## config.mk

```make
export PLATFORM = sky130hd
export DESIGN_NAME = fsr_top
export DESIGN_NICKNAME = d
export VERILOG_FILES = /design/src/rtl/fsr_pkg.sv /design/src/rtl/fsr_ctrl.sv /design/src/rtl/fsr_dpath.sv /design/src/rtl/fsr_top.sv
export SDC_FILE = /design/constraint.sdc
export NUM_CORES = 1
export LEC_CHECK = 0
export BUFFER_PORTS_ARGS = -buffer_cell sky130_fd_sc_hd__buf_2
export CAP_MARGIN = 20
export CORE_MARGIN = 1.5
export CORE_UTILIZATION = 31
export DETAILED_ROUTE_END_ITERATION = 7
export PLACE_DENSITY = 0.82
export RECOVER_POWER = 50
export SLEW_MARGIN = 0
export SYNTH_ARGS = -nofsm -noshare
export SYNTH_HDL_FRONTEND = slang
export SYNTH_SLANG_ARGS = --single-unit
```

## constraint.sdc

```tcl
create_clock -name clk -period 2.5 [get_ports clk]
set_clock_uncertainty 0.1 [all_clocks]
set_input_delay 0.625 -clock clk [delete_from_list [all_inputs] [get_ports clk]]
set_output_delay 0.625 -clock clk [all_outputs]
set_load 0.01 [all_outputs]
```

## src/rtl/fsr_pkg.sv

```systemverilog
`timescale 1ns/1ps
package fsr_pkg;
  // Bit positions inside the status byte (host software decodes these)
  localparam int POLL_POS  = 7;
  localparam int TOG_POS   = 6;
  localparam int ERR_POS   = 5;
  localparam int TIMER_POS = 3;
  localparam int ALT_POS   = 2;

  // Strobes and static bits from control to datapath
  typedef struct packed {
    logic statusActive;
    logic flipTog;
    logic flipAlt;
    logic pollBit;
    logic errBit;
    logic timerBit;
  } statStrb_t;
endpackage

```

## src/rtl/fsr_ctrl.sv

```systemverilog
`timescale 1ns/1ps
module fsr_ctrl
  import fsr_pkg::*;
#(
  parameter int NUM_BLOCKS = 8,
  localparam int BLK_W = $clog2(NUM_BLOCKS)
) (
  input  logic                  clk,
  input  logic                  rstN,
  input  logic                  busy,
  input  logic                  suspended,
  input  logic                  opErase,
  input  logic                  eraseStarted,
  input  logic                  errSet,
  input  logic                  rstCmd,
  input  logic                  progBit7,
  input  logic                  rdStrobe,
  input  logic [BLK_W-1:0]      rdBlock,
  input  logic [NUM_BLOCKS-1:0] eraseSel,
  input  logic [NUM_BLOCKS-1:0] protMask,
  input  logic [NUM_BLOCKS-1:0] failMask,
  output statStrb_t             strb
);

  logic rdPrev;
  logic errLatch;
  logic rdRise;
  logic [NUM_BLOCKS-1:0] blkHit;
  logic [NUM_BLOCKS-1:0] effSel;
  logic inErase;
  logic failHit;
  logic altWindow;
  logic altOk;

  // One-hot decode of the read block index
  for (genvar g = 0; g < NUM_BLOCKS; g++) begin : g_dec
    assign blkHit[g] = (rdBlock == BLK_W'(g));
  end

  // A protected block counts as not selected
  assign effSel  = eraseSel & ~protMask;
  assign inErase = |(blkHit & effSel);
  assign failHit = |(blkHit & failMask);
  assign rdRise  = rdStrobe & ~rdPrev;

  always_ff @(posedge clk or negedge rstN) begin
    if (!rstN) begin
      rdPrev   <= 1'b0;
      errLatch <= 1'b0;
    end else begin
      rdPrev <= rdStrobe;
      if (errSet)      errLatch <= 1'b1;
      else if (rstCmd) errLatch <= 1'b0;
    end
  end

  always_comb begin
    altWindow = opErase && (busy || suspended || errLatch);
    altOk     = inErase && (!errLatch || failHit);
    strb.statusActive = errLatch || (suspended ? inErase : busy);
    strb.flipTog  = rdRise && busy && !suspended;
    strb.flipAlt  = rdRise && altWindow && altOk;
    strb.pollBit  = suspended ? 1'b1 : (opErase ? 1'b0 : ~progBit7);
    strb.errBit   = errLatch;
    strb.timerBit = opErase && eraseStarted;
  end

  // error stays set until a reset command
  p_err_hold_r6: assert property (@(posedge clk) disable iff (!rstN)
    (strb.errBit && !rstCmd) |=> strb.errBit);
  // reset command clears the error when no new failure arrives
  p_err_clear_r6: assert property (@(posedge clk) disable iff (!rstN)
    (rstCmd && !errSet) |=> !strb.errBit);
  // general toggle never advances during suspend
  p_no_tog_suspend_r5: assert property (@(posedge clk) disable iff (!rstN)
    suspended |-> !strb.flipTog);
  // reads of protected blocks never advance the address toggle
  p_prot_alt_r8: assert property (@(posedge clk) disable iff (!rstN)
    (|(blkHit & protMask)) |-> !strb.flipAlt);

endmodule

```

## src/rtl/fsr_dpath.sv

```systemverilog
`timescale 1ns/1ps
module fsr_dpath
  import fsr_pkg::*;
#(
  parameter int DATA_W = 8
) (
  input  logic              clk,
  input  logic              rstN,
  input  statStrb_t         strb,
  input  logic [DATA_W-1:0] arrayData,
  output logic [DATA_W-1:0] dataOut,
  output logic              statusOut
);

  logic togQ;
  logic altQ;
  logic [DATA_W-1:0] statByte;

  always_ff @(posedge clk or negedge rstN) begin
    if (!rstN) begin
      togQ <= 1'b0;
      altQ <= 1'b0;
    end else begin
      if (strb.flipTog) togQ <= ~togQ;
      if (strb.flipAlt) altQ <= ~altQ;
    end
  end

  always_comb begin
    statByte            = '0;
    statByte[POLL_POS]  = strb.pollBit;
    statByte[TOG_POS]   = togQ;
    statByte[ERR_POS]   = strb.errBit;
    statByte[TIMER_POS] = strb.timerBit;
    statByte[ALT_POS]   = altQ;
  end

  assign statusOut = strb.statusActive;
  assign dataOut   = strb.statusActive ? statByte : arrayData;

  // a flip strobe inverts the general toggle at the next edge
  p_tog_flip_r4: assert property (@(posedge clk) disable iff (!rstN)
    strb.flipTog |=> (togQ != $past(togQ)));
  // without a flip strobe the general toggle holds
  p_tog_hold_r5: assert property (@(posedge clk) disable iff (!rstN)
    !strb.flipTog |=> $stable(togQ));
  // without an address flip strobe the address toggle holds
  p_alt_hold_r8: assert property (@(posedge clk) disable iff (!rstN)
    !strb.flipAlt |=> $stable(altQ));

endmodule

```

## src/rtl/fsr_top.sv

```systemverilog
`timescale 1ns/1ps
module fsr_top
  import fsr_pkg::*;
#(
  parameter int NUM_BLOCKS = 8,
  parameter int DATA_W     = 8,
  localparam int BLK_W     = $clog2(NUM_BLOCKS)
) (
  input  logic                  clk,
  input  logic                  rstN,
  input  logic                  busy,
  input  logic                  suspended,
  input  logic                  opErase,
  input  logic                  eraseStarted,
  input  logic                  errSet,
  input  logic                  rstCmd,
  input  logic                  progBit7,
  input  logic                  rdStrobe,
  input  logic [BLK_W-1:0]      rdBlock,
  input  logic [NUM_BLOCKS-1:0] eraseSel,
  input  logic [NUM_BLOCKS-1:0] protMask,
  input  logic [NUM_BLOCKS-1:0] failMask,
  input  logic [DATA_W-1:0]     arrayData,
  output logic [DATA_W-1:0]     dataOut,
  output logic                  statusOut
);

  statStrb_t strb;

  fsr_ctrl #(.NUM_BLOCKS(NUM_BLOCKS)) i_ctrl (
    .clk(clk), .rstN(rstN), .busy(busy), .suspended(suspended),
    .opErase(opErase), .eraseStarted(eraseStarted), .errSet(errSet),
    .rstCmd(rstCmd), .progBit7(progBit7), .rdStrobe(rdStrobe),
    .rdBlock(rdBlock), .eraseSel(eraseSel), .protMask(protMask),
    .failMask(failMask), .strb(strb)
  );

  fsr_dpath #(.DATA_W(DATA_W)) i_dpath (
    .clk(clk), .rstN(rstN), .strb(strb), .arrayData(arrayData),
    .dataOut(dataOut), .statusOut(statusOut)
  );

endmodule

```

**Word-level counts from Yosys, hierarchy flattened**

Cells that the tools add are included.

- Output and inout bits: 9
- Input port bits: 45
- Flip-flop bits (word level): 4
- Logic and storage cells: 43

- Equality and inequality tests: 7
- Bitwise operators: 9
- Mux-type cells: 6
- Reduce and logical (&&, ||, !) cells: 17

Operator list:

| cell | count |
|---|---|
| AND 8 bit | 3 |
| OR reduction 8 bit | 2 |
| == test 3 bit, second input constant | 4 |
| 2-to-1 mux 8 bit | 1 |
| NOT 8 bit | 1 |
| logical AND 1 bit | 7 |
| == test 3 x 2 -> 1 bit, second input constant | 2 |
| 2-to-1 mux 1 bit | 5 |
| logical OR 1 bit | 4 |
| NOT 1 bit | 4 |
| == test 3 x 1 -> 1 bit, second input constant | 1 |
| zero test 3 bit | 1 |
| zero test 1 bit | 2 |
| nonzero test 2 bit | 1 |
| AND 1 bit | 1 |

**Longest topological paths before layout**

- Depth in word-level cells: 7
- Mapped depth: 6
- Gate-level depth less buffers: 5

**Modules after synthesis**

A second synthesis with hierarchy kept.

- Cell total of the unflattened synthesis: 49
- Area, all modules: 543.0 µm²

Modules (own cells, without submodules):

| module | area each (µm²) | cells an instance | times used |
|---|---|---|---|
| fsr_ctrl | 355.3 | 35 | 1 |
| fsr_dpath | 187.7 | 14 | 1 |

**Worst setup path after synthesis**

No wires, ideal clock.

- Path kind: input-to-output
- From: in rdBlock[1]
- To: out dataOut[2]
- Stages on the path: 6
- Slack: -0.061 ns
- Data arrival time: 1.836 ns
- Path buffers: 1
- Required time: 1.775 ns
- Cell sequence: buf_2 and3b_1 o21ai_1 nand4_2 a21oi_4 mux2_4

- Longest elaborated chain between the ends: 6
- Elaborated cells on any way between the ends: 13

Ends and longest elaborated chain:

| what | line | RTL |
|---|---|---|
| from (decl) | fsr_top.sv:19 | `input logic [BLK_W-1:0] rdBlock,` |
| == test 3 x 1 -> 1 bit, or another cell as far along | fsr_ctrl.sv:37 | `assign blkHit[g] = (rdBlock == BLK_W'(g));` |
| AND 8 bit * | fsr_ctrl.sv:42 | `assign inErase = \|(blkHit & effSel);` |
| OR reduction 8 bit * | fsr_ctrl.sv:42 |  |
| 2-to-1 mux 1 bit * | fsr_ctrl.sv:60 | `strb.statusActive = errLatch \|\| (suspended ? inErase : busy);` |
| logical OR 1 bit * | fsr_ctrl.sv:60 |  |
| 2-to-1 mux 8 bit * | fsr_dpath.sv:39 | `assign dataOut = strb.statusActive ? statByte : arrayData;` |
| to (decl) | fsr_top.sv:24 | `output logic [DATA_W-1:0] dataOut,` |

Mark *: on every way between the ends. The rest lies on a longest branch, timed or not.

**Worst setup path after layout**

- From: in rdBlock[2]
- To: out dataOut[3]

Same word-level chain as after synthesis.

==> reports/metrics.yaml <==
dieWidth_um: 43.88
synthArstFlopShare_pct: 100.0
place_inst: 132
route.detailed.drc: 0
timing.rr.end: "i_dpath.altQ"
whs_ns: 0.1125
avgViaCountPerCell: 5.206
synth_common_cells: "dfrtp_1, inv_1"
crit_buf_inv: 3
syn_inst: 58
crit_required_ns: 1.77
io_pins: 54
place_area_um2: 842.1
r2r_cells: 3
fin_area_um2: 953.4
crit_fanout: 5
cts_root_buf: "clkbuf_4"
initialDrtViolationCount: 12
p_int_uw: 256.7
r2r_start: "i_ctrl.errLatch"
yosysWarnings: 0
drtPass1Iterations: 4
nNetsFinal: 167
crit_path_end_kind: "output port"
clock_latency_ns: 0.23
drt-wirelength-per-cell_um: 12.13
p_comb_share_pct: 52.6
start_util_pct: 33.60
synth_top_area_share_pct: 19.32
fin_util_pct: 61.85
final_antenna_net_count: 0
num_rows: 14
grt_max_degree: 8
gr-usage-all-layers_pct: 17.94
cts_max_level: 1
synth_edf_count: 0
post-dp-hpwl_um: 1384
cp-startpoint: "rdBlock[2]"
drive_above_1_share_pct: 64.17
synth_seq_cells: 4
crit_chain: "buf_8 -> and3b_4 -> o211ai_2 -> nand4_2 -> a21oi_4 -> buf_6 -> mux2i_1 -> buf_2"
synth_ff_type: "dfrtp_1"
syn-cell-area_um2: 518.0
p_leak_nw: 0.5006
cts_max_path_buffers: 2
vias: 708
crit_end: "dataOut[3]"
swShare_pct: 29.48
first_global_vias: 702
crit_cells: 8
hold_viol: 0
cts_tree: "yes"
fin_tns_setup_ns: -0.3698
overflow: 0
cts_made_buffers: 3
synth.avg_cell_area_um2: 8.931
antenna_found_initial: 0
seq_area_frac_synth_pct: 19.32
crit_type: "input port to output port"
rsz0062_at_grt: "yes"
grt_pass1_wl_um: 2594
synth_fp_nets: 103
tightest_slew_ns: 0.4223
diodes: 0
violations: "negative setup slack"
drv_cap: 0
max_freq_ghz: 0.3833
p_seq_share_pct: 26.7
ir_drop_v: 0.0002240
slew_violations: 0
die_y_um: 43.88
max_stage_delay_ns: 0.22
yosysTopAreaCell: "dfrtp_1"
coreArea_mm2: 0.001541
layout_setup_ws_ns: -0.1091
cts_hold_buf: 0
portBuffers: 53
cts.reportedPaths.clkPinSlew_ns: 0.04
setup_viol: 5
place_congestion: 0.8169
pwr-share-clk_pct: 20.8
clkSinkCount: 4
rrSetupSlack_ns: 1.20
crit_arrival_ns: 1.88
synth_cell_type_count: 33
dieArea_mm2: 0.001925
synth.area.top_cells: "dfrtp_1, nor4bb_1, mux2_4"
min_path_type: "input port to async pin"
area_growth_pct: 84.06
power_switching_uw: 107.3
routed_wl_um: 1650
p_per_area_mw_per_mm2: 381.8
outcome: "complete, but fails checks"
layout.cells.non_filler: 136
worst_setup_path_start_kind: "input port"
maxSlewHeadroom_pct: 71.49
fin_crit_sh_pct: 104.4
slowest_stage: "a21oi_4"
min_period_ns: 2.609
cpLargestDelayFamily: "buffers and inverters"
## worst min-delay path by stage
stage | startpoint | end | slack (ns) | cells past startpoint
final | rstN | i_dpath.togQ | 0.11 | 1
after global placement | rstN | i_dpath.togQ | 0.33 | 1
after global routing | rstN | i_ctrl.rdPrev | 0.12 | 1
after floorplan | rstN | i_ctrl.errLatch | 0.23 | 0
after detailed placement | rstN | i_dpath.togQ | 0.33 | 1
after CTS | rstN | i_dpath.togQ | 0.09 | 1
## per-layer routing
layer	routed length [µm]	global-route usage [%]	share of wire (%)	up-vias
met4	15	7.273	0.91	0
li1	-	-	-	344
met5	0	0	0	-
met2	934	37.65	57	50
met3	177	3.333	11	2
met1	522	15.91	32	312
## cell usage in the layout (no fill, tap or decap), types with 2 or more instances in the layout
master	n
buf_2	47
buf_4	8
inv_1	4
dfrtp_1	4
buf_6	4
and2_1	3
nand2_1	3
a21oi_1	3
o21ai_0	3
clkbuf_4	3
o21ai_2	2
nor2_1	2
a21o_1	2
mux2_4	2
mux2i_1	2
o311ai_0	2
xor2_1	2
buf_8	2
## stage by stage
stage	worst slack, ns	power (mW)
floorplan	0.004809	0.1834
global placement	-0.1730	0.2522
detailed placement	-0.1939	0.2568
CTS	-0.1603	0.3610
global route	-0.1852	0.3900
finish	-0.1091	0.3640
## flip-flops by register name, summed over array words and instances, names as in the netlist
name             count
i_ctrl.rdPrev        1
i_dpath.togQ         1
i_dpath.altQ         1
i_ctrl.errLatch      1
## cell type report
type                            instances  area, µm²
Tap cell                               16      20.02
Fill cell                             138      588.1
Clock buffer                            3      22.52
Sequential cell                         4      100.1
Inverter                                4      15.01
Multi-Input combinational cell         47      421.7
Timing Repair Buffer                   62      374.1
## repair_timing
action / 4_1_cts / 5_1_grt
endpoints found under the setup margin: 7 / 9
gates resized for setup: 9 / 9
pin swaps: 5 / 5
buffers inserted: 1 / 0
## cell families after synthesis
| group | share of synthesized area, % |
|---|---|
| AO/OA/AOI/OAI | 25.12 |
| multiplexers | 11.84 |
| XOR/XNOR | 3.382 |
| flip-flops | 19.32 |
| buffers and inverters | 7.004 |
| AND/OR/NAND/NOR | 33.33 |
## power by group through the flow
| stage | logic [mW] | registers [mW] | clock network (mW) |
|---|---|---|---|
| final | 0.191 | 0.0970 | 0.0757 |
| after global routing | 0.208 | 0.0989 | 0.0833 |
| after CTS | 0.186 | 0.0974 | 0.0780 |
| after detailed placement | 0.159 | 0.0978 | 0 |
| after global placement | 0.155 | 0.0971 | 0 |
| after floorplan | 0.0891 | 0.0943 | 0 |
Note: power is estimated with default switching activity, not from simulation.
